## src/rtl/cec_rx_pkg.sv

```systemverilog
package cec_rx_pkg;
  localparam int TIMER_W = 8;

  typedef enum logic [2:0] {
    ST_IDLE, ST_START_LOW, ST_START_HIGH, ST_BIT_LOW, ST_BIT_HIGH, ST_DONE, ST_CLEARING
  } rxState_t;

  // strobes from control to datapath
  typedef struct packed {
    logic frameStart;
    logic shiftEn;
    logic storeByte;
    logic bitVal;
  } dpStrobes_t;
endpackage

```

## src/rtl/cec_rx_datapath.sv

```systemverilog
module cec_rx_datapath
  import cec_rx_pkg::*;
#(
  parameter int MAX_BYTES = 16
) (
  input  logic                         clk,
  input  logic                         rstN,
  input  dpStrobes_t                   strobes,
  output logic [7:0]                   assembled,
  output logic [MAX_BYTES*8-1:0]       rxData,
  output logic [$clog2(MAX_BYTES)-1:0] rxByteCount
);
  localparam int IDX_W = $clog2(MAX_BYTES);
  localparam int CNT_W = $clog2(MAX_BYTES + 1);
  localparam logic [CNT_W-1:0] FULL = CNT_W'(MAX_BYTES);

  logic [6:0]       shiftReg;
  logic [CNT_W-1:0] byteCnt;
  logic [7:0]       store [MAX_BYTES];

  assign assembled = {shiftReg, strobes.bitVal};

  always_ff @(posedge clk or negedge rstN) begin
    if (!rstN) begin
      shiftReg <= '0;
      byteCnt  <= '0;
      for (int i = 0; i < MAX_BYTES; i++) store[i] <= '0;
    end else if (strobes.frameStart) begin
      shiftReg <= '0;
      byteCnt  <= '0;
      for (int i = 0; i < MAX_BYTES; i++) store[i] <= '0;
    end else if (strobes.shiftEn) begin
      shiftReg <= assembled[6:0];
      if (strobes.storeByte && byteCnt < FULL) begin
        store[byteCnt[IDX_W-1:0]] <= assembled;
        byteCnt <= byteCnt + CNT_W'(1);
      end
    end
  end

  genvar g;
  generate
    for (g = 0; g < MAX_BYTES; g++) begin : g_pack
      assign rxData[g*8 +: 8] = store[g];
    end
  endgenerate

  always_comb begin
    if (byteCnt == '0) rxByteCount = '0;
    else               rxByteCount = IDX_W'(byteCnt - CNT_W'(1));
  end

  // a byte arriving with storage full leaves the stored bytes alone
  a_r5_drop_overflow: assert property (@(posedge clk) disable iff (!rstN)
    (strobes.storeByte && strobes.shiftEn && !strobes.frameStart && byteCnt == FULL)
      |=> $stable(rxData));
endmodule

```

## src/rtl/cec_rx_ctrl.sv

```systemverilog
module cec_rx_ctrl
  import cec_rx_pkg::*;
#(
  parameter int START_LOW_MIN = 140,
  parameter int START_LOW_MAX = 156,
  parameter int START_PER_MIN = 172,
  parameter int START_PER_MAX = 188,
  parameter int ONE_LOW_MIN   = 16,
  parameter int ONE_LOW_MAX   = 32,
  parameter int ZERO_LOW_MIN  = 52,
  parameter int ZERO_LOW_MAX  = 68,
  parameter int BIT_PER_MIN   = 82,
  parameter int BIT_PER_MAX   = 110,
  parameter int ACK_TICKS     = 60
) (
  input  logic       clk,
  input  logic       rstN,
  input  logic       tick,
  input  logic       cecIn,
  input  logic [3:0] ownAddr,
  input  logic       clearRx,
  input  logic       rxSwReset,
  input  logic [7:0] assembled,
  output dpStrobes_t strobes,
  output logic       cecDriveLow,
  output logic       rxEom,
  output logic       rxGood,
  output logic       irq
);
  localparam logic [TIMER_W-1:0] ACK_LAST = TIMER_W'(ACK_TICKS - 1);

  rxState_t           state;
  logic [TIMER_W-1:0] timer;
  logic [3:0]         bitIdx;
  logic               isHeader, eomFlag;
  logic               syncA, syncB, linePrev;
  logic               fall, rise, bitOne, bitZero, bitOk, perOk, startPerOk, startLowOk;

  function automatic logic inRange(logic [TIMER_W-1:0] v, int lo, int hi);
    return (int'(v) >= lo) && (int'(v) <= hi);
  endfunction

  always_ff @(posedge clk or negedge rstN) begin
    if (!rstN) begin
      syncA <= 1'b1; syncB <= 1'b1; linePrev <= 1'b1;
    end else begin
      syncA <= cecIn; syncB <= syncA; linePrev <= syncB;
    end
  end

  assign fall       = linePrev && !syncB;
  assign rise       = !linePrev && syncB;
  assign bitOne     = inRange(timer, ONE_LOW_MIN, ONE_LOW_MAX);
  assign bitZero    = inRange(timer, ZERO_LOW_MIN, ZERO_LOW_MAX);
  assign bitOk      = bitOne || bitZero;
  assign perOk      = inRange(timer, BIT_PER_MIN, BIT_PER_MAX);
  assign startLowOk = inRange(timer, START_LOW_MIN, START_LOW_MAX);
  assign startPerOk = inRange(timer, START_PER_MIN, START_PER_MAX);

  always_comb begin
    strobes.frameStart = (state == ST_START_HIGH) && fall && startPerOk;
    strobes.shiftEn    = (state == ST_BIT_LOW) && rise && bitOk && (bitIdx < 4'd8);
    strobes.storeByte  = (bitIdx == 4'd7);
    strobes.bitVal     = bitOne;
  end

  always_ff @(posedge clk or negedge rstN) begin
    if (!rstN) begin
      state <= ST_IDLE; timer <= '0; bitIdx <= '0; isHeader <= 1'b0; eomFlag <= 1'b0;
      cecDriveLow <= 1'b0; rxEom <= 1'b0; rxGood <= 1'b0; irq <= 1'b0;
    end else if (rxSwReset) begin
      state <= ST_IDLE; bitIdx <= '0; isHeader <= 1'b0; eomFlag <= 1'b0;
      cecDriveLow <= 1'b0; rxEom <= 1'b0; rxGood <= 1'b0; irq <= 1'b0;
    end else begin
      if (tick && timer != '1) timer <= timer + TIMER_W'(1);
      if (cecDriveLow && tick && timer >= ACK_LAST) cecDriveLow <= 1'b0;
      case (state)
        ST_IDLE:
          if (fall) begin timer <= '0; state <= ST_START_LOW; end
        ST_START_LOW:
          if (rise) state <= startLowOk ? ST_START_HIGH : ST_IDLE;
        ST_START_HIGH:
          if (fall) begin
            if (startPerOk) begin
              timer <= '0; bitIdx <= '0; isHeader <= 1'b1; eomFlag <= 1'b0;
              state <= ST_BIT_LOW;
            end else state <= ST_IDLE;
          end else if (int'(timer) > START_PER_MAX) state <= ST_IDLE;
        ST_BIT_LOW:
          if (rise) begin
            if (!bitOk) state <= ST_IDLE;
            else begin
              if (bitIdx == 4'd8) eomFlag <= bitOne;
              if (bitIdx == 4'd7 && isHeader && assembled[3:0] != ownAddr) state <= ST_IDLE;
              else if (bitIdx == 4'd9 && eomFlag) begin
                state <= ST_DONE; rxEom <= 1'b1; rxGood <= 1'b1; irq <= 1'b1;
              end else state <= ST_BIT_HIGH;
            end
          end
        ST_BIT_HIGH:
          if (fall) begin
            if (perOk) begin
              timer <= '0; state <= ST_BIT_LOW;
              if (bitIdx == 4'd9) begin bitIdx <= '0; isHeader <= 1'b0; end
              else bitIdx <= bitIdx + 4'd1;
              if (bitIdx == 4'd8) cecDriveLow <= 1'b1;
            end else state <= ST_IDLE;
          end else if (int'(timer) > BIT_PER_MAX) state <= ST_IDLE;
        ST_DONE:
          if (clearRx) begin
            rxEom <= 1'b0; rxGood <= 1'b0; irq <= 1'b0; state <= ST_CLEARING;
          end
        ST_CLEARING:
          if (!clearRx) state <= ST_IDLE;
        default: state <= ST_IDLE;
      endcase
    end
  end

  // receive reset releases the line and drops the interrupt
  a_r9_swreset_quiet: assert property (@(posedge clk) disable iff (!rstN)
    rxSwReset |=> (!cecDriveLow && !irq && !rxEom));
  // interrupt stays pending until software clears it
  a_r8_irq_held: assert property (@(posedge clk) disable iff (!rstN || rxSwReset)
    (irq && !clearRx) |=> irq);
  a_r8_clear_drops: assert property (@(posedge clk) disable iff (!rstN || rxSwReset)
    (irq && clearRx) |=> !irq);
  // acknowledge drive is finished before the interrupt and bounded in length
  a_r4_no_drive_done: assert property (@(posedge clk) disable iff (!rstN)
    irq |-> !cecDriveLow);
  a_r4_drive_bounded: assert property (@(posedge clk) disable iff (!rstN)
    cecDriveLow |-> (int'(timer) < ACK_TICKS));
endmodule

```

## src/rtl/cec_rx.sv

```systemverilog
module cec_rx
  import cec_rx_pkg::*;
#(
  parameter int MAX_BYTES = 16
) (
  input  logic                         clk,
  input  logic                         rstN,
  input  logic                         tick,
  input  logic                         cecIn,
  input  logic [3:0]                   ownAddr,
  input  logic                         clearRx,
  input  logic                         rxSwReset,
  output logic                         cecDriveLow,
  output logic [MAX_BYTES*8-1:0]       rxData,
  output logic [$clog2(MAX_BYTES)-1:0] rxByteCount,
  output logic                         rxEom,
  output logic                         rxGood,
  output logic                         irq
);
  dpStrobes_t strobes;
  logic [7:0] assembled;

  cec_rx_ctrl u_ctrl (
    .clk(clk), .rstN(rstN), .tick(tick), .cecIn(cecIn), .ownAddr(ownAddr),
    .clearRx(clearRx), .rxSwReset(rxSwReset), .assembled(assembled),
    .strobes(strobes), .cecDriveLow(cecDriveLow), .rxEom(rxEom),
    .rxGood(rxGood), .irq(irq)
  );

  cec_rx_datapath #(.MAX_BYTES(MAX_BYTES)) u_dp (
    .clk(clk), .rstN(rstN), .strobes(strobes), .assembled(assembled),
    .rxData(rxData), .rxByteCount(rxByteCount)
  );
endmodule

```

## config.mk

```make
export PLATFORM = sky130hd
export DESIGN_NAME = cec_rx
export DESIGN_NICKNAME = d
export VERILOG_FILES = /design/src/rtl/cec_rx_pkg.sv /design/src/rtl/cec_rx_datapath.sv /design/src/rtl/cec_rx_ctrl.sv /design/src/rtl/cec_rx.sv
export SDC_FILE = /design/constraint.sdc
export NUM_CORES = 1
export LEC_CHECK = 0
export BUFFER_PORTS_ARGS = -buffer_cell sky130_fd_sc_hd__buf_2
export CAP_MARGIN = 10
export CORE_AREA = 3 3 144 146
export DETAILED_ROUTE_END_ITERATION = 12
export DIE_AREA = 0 0 147 149
export PLACE_DENSITY = 0.68
export SYNTH_ARGS = -nofsm -noshare
export SYNTH_HDL_FRONTEND = slang
export SYNTH_SLANG_ARGS = --single-unit
```

## constraint.sdc

```tcl
create_clock -name clk -period 2.36 [get_ports clk]
set_input_delay 0.118 -clock clk [delete_from_list [all_inputs] [get_ports clk]]
set_output_delay 0.118 -clock clk [all_outputs]
set_load 0.02 [all_outputs]
```

==> impl_metrics.env <==
export IMPL_outcome="finished, violations left"
export IMPL_violations="negative setup slack"
export IMPL_grt_remaining_overflow=0
export IMPL_fin_tns_setup_ps=-3630
export IMPL_yosysTopAreaCell="dfrtp_1"
export IMPL_power_density_nw_per_um2=614.3
export IMPL_area_growth_pct=33.29
export IMPL_fin_ws_ps=-89.48
export IMPL_synth_compound_area_share_pct=6.090
export IMPL_period_needed_ps=2449
export IMPL_slowest_delay_ps=550
export IMPL_crit_chain="or2_1 > or4b_4 > a311oi_4 > buf_6 > buf_12 > buf_16 > nand4_4 > buf_12 > nand2_1 > a21oi_2"
export IMPL_route_detailed_drc=0
export IMPL_ys_top_cells_by_area="dfrtp_1 (52%), mux2i_1 (15%), nor2_1 (6.5%)"
export IMPL_clock_latency_ps=430
export IMPL_cap_viol_max_count=0
export IMPL_synth_top_area_share_pct=52.20
export IMPL_place_ws_ps=-139.8
export IMPL_antenna_found_initial=1
export IMPL_synth_common_cells="dfrtp_1 (159), nor2_1 (131), mux2i_1 (115)"
export IMPL_drt_vias_per_instance=5.085
export IMPL_synth_ff_type="dfrtp_1"
export IMPL_rr_worst_depth=10
export IMPL_portBuffers=145
export IMPL_grt_pass1_vias=5947
export IMPL_core_area_um2=19530
export IMPL_synth_top_family_by_area="simple AND/OR/NAND/NOR gates"
export IMPL_crit_reg2reg_launch="u_ctrl.timer[5]$_DFFE_PN0N_"
export IMPL_synth_avg_cell_area_um2=10.97
export IMPL_synth_cell_type_count=62
export IMPL_first_iter_violations=308
export IMPL_clockBufferDepth=2
export IMPL_num_antenna_cells=0
export IMPL_fin_skew_ps=18.49
export IMPL_synth_nets=712
export IMPL_tritoncts="done"
export IMPL_synth_xor_area_share_pct=1.494
export IMPL_r2r_slack_ps=-90
export IMPL_critPathMaxFanout=6
export IMPL_syn_area_um2=7622
export IMPL_power_leakage_nw=6.132
export IMPL_area_sequential_um2=4059
export IMPL_critical_path_class="reg2reg"
export IMPL_drive_gt1_share_pct=35.08
export IMPL_vias=5914
export IMPL_die_w_um=147
export IMPL_gp_congestion=0.9017
export IMPL_multiInputGateArea_um2=3500
export IMPL_cts_buffers=17
export IMPL_hold_class="in2reg"
export IMPL_dp_hpwl_um=14010
export IMPL_initial_utilization_pct=39.04
export IMPL_hold_violations=0
export IMPL_synthArstFlopShare_pct=100.0
export IMPL_cp_arrival_ps=2750
export IMPL_synth_simple_area_share_pct=17.99
export IMPL_slew_viol_final=0
export IMPL_fill_cells=1765
export IMPL_clock_sinks=162
export IMPL_synth_most_common_cell="dfrtp_1"
export IMPL_synth_seq_cells=162
export IMPL_end_kind="flop"
export IMPL_ir_drop_mv=0.4934
export IMPL_drt_wl_total_um=21640
export IMPL_yosys_warnings=0
export IMPL_netlist_instances=695
export IMPL_maxSlewHeadroom_pct=42.09
export IMPL_first_pass_iters=5
export IMPL_period_share_pct=103.8
export IMPL_synthAdderAreaFrac_pct=1.149
export IMPL_grt_max_degree=71
export IMPL_fin_nets=902
export IMPL_clockRootBuffer="clkbuf_16"
export IMPL_rsz0062_at_grt="yes"
export IMPL_synth_mux_area_share_pct=15.40
export IMPL_seq_area_frac_synth_pct=53.23
export IMPL_hold_depth=3
export IMPL_max_freq_ghz=0.4083
export IMPL_setup_viol=96
export IMPL_timing_rr_end="u_dp.rxData[126]$_DFFE_PN0P_"
export IMPL_path_clk_slew_ps=70
export IMPL_postRouteAntennaNets=0
export IMPL_h_tree_depth=4
export IMPL_min_to="u_ctrl.rxEom$_DFFE_PN0P_"
export IMPL_cpMaxStageDelayCell="or4b_4"
export IMPL_row_count=51
export IMPL_worstPathRequired_ps=2660
export IMPL_pin_count=146
export IMPL_wire_per_inst_um=18.60
export IMPL_hold_start="clearRx"
export IMPL_track_usage_pct=19.54
export IMPL_dieHeight_um=149
export IMPL_startpoint_type="flop"
export IMPL_tightest_slew_ps=868.6
export IMPL_grt_pass1_wl_um=33890
export IMPL_cpMostUsedCell="buf_12"
export IMPL_dieArea_um2=21900
export IMPL_synth_edf_count=0
==> logic make-up (layout without fill, tap and decap cells) <==
family / count (synthesis) / count (layout)
adders and majority gates: 7 / 7
xor gates and xnor gates: 13 / 13
DFF: 162 / 162
and+or+nand+nor: 254 / 260
buffers and inverters: 70 / 267
AOI/OAI and AO/OA: 72 / 72
muxes: 117 / 117
==> worst max-delay path, delay by kind of cell, from the launching register on <==
family	cells	cell delay, ps
flops	1	380
compound gates	2	350
buf+inv	4	590
simple gates	4	1020
==> what timing repair did <==
action | in CTS | in global routing
gates resized for setup | 9 | 42
hold buffers | 3 | 0
endpoints found under the setup margin | 127 | 144
hold endpoints to repair | 60 | 0
pin swaps | 4 | 28
cloned | 6 | 5
setup buffers | 3 | 6
==> layout by cell type (no fill, tap or decap), drive strengths merged, types with 17 or more instances in the layout <==
| cell | count |
|---|---|
| buf | 217 |
| clkbuf | 20 |
| dfrtp | 159 |
| inv | 18 |
| mux2i | 115 |
| nand2 | 33 |
| nand3 | 28 |
| nand4 | 17 |
| nor2 | 131 |
| o21ai | 27 |
==> layout make-up <==
cell class,instances,share of cell area (%)
Clock buffer,17,4.187
Clock inverter,15,2.069
Inverter,12,0.4434
Multi-Input combinational cell,469,34.45
Sequential cell,162,39.95
Tap cell,265,3.264
Timing Repair Buffer,223,15.64
==> routing by layer <==
metal,up-vias,share of wire [%],global-route usage [%]
met2,158,47,30.91
met1,2934,44,26.37
met3,23,7.1,6.442
li1,2797,-,-
met5,-,0.060,0
met4,2,1.3,4.473
==> registers in the layout, indices dropped and copies added (netlist names) <==
register / cells
u_ctrl.bitIdx: 4
u_ctrl.cecDriveLow: 1
u_ctrl.eomFlag: 1
u_ctrl.isHeader: 1
u_ctrl.linePrev: 1
u_ctrl.rxEom: 1
u_ctrl.state: 3
u_ctrl.syncA: 1
u_ctrl.syncB: 1
u_ctrl.timer: 8
u_dp.byteCnt: 5
u_dp.rxData: 128
u_dp.shiftReg: 7
==> worst max-delay path by stage <==
| stage | start | endpoint |
|---|---|---|
| CTS | u_ctrl.timer[5]$_DFFE_PN0N_ | u_dp.rxData[22]$_DFFE_PN0P_ |
| global placement | u_ctrl.timer[5]$_DFFE_PN0N_ | u_dp.rxData[106]$_DFFE_PN0P_ |
| finish | u_ctrl.timer[5]$_DFFE_PN0N_ | u_dp.rxData[126]$_DFFE_PN0P_ |
| detailed placement | u_ctrl.timer[5]$_DFFE_PN0N_ | u_dp.rxData[103]$_DFFE_PN0P_ |
| floorplan | u_ctrl.timer[4]$_DFFE_PN0N_ | u_dp.rxData[10]$_DFFE_PN0P_ |
| global route | u_ctrl.timer[5]$_DFFE_PN0N_ | u_dp.byteCnt[3]$_DFFE_PN0P_ |
==> per-stage QoR <==
stage	cell area [um2]	hold WS, ps	power [mW]	utilization (%)	instances
floorplan	7629	-177.6	3.087	-	695
CTS	9802	5.529	6.267	50.20	1152
global route	10160	44.94	6.459	52.03	1163
detailed placement	8975	149.5	3.340	45.96	1108
global placement	8975	143.2	3.335	45.96	1108
finish	10160	27.34	6.241	52.03	1163
==> report_power, final <==
| group | total [mW] | internal (mW) | switching, mW |
|---|---|---|---|
| Clock | 2.89 | 1.55 | 1.35 |
| Sequential | 2.86 | 2.81 | 0.0490 |
| Combinational | 0.482 | 0.225 | 0.258 |
| Total | 6.24 | 4.59 | 1.65 |
Note: power is estimated with default switching activity, not from simulation.
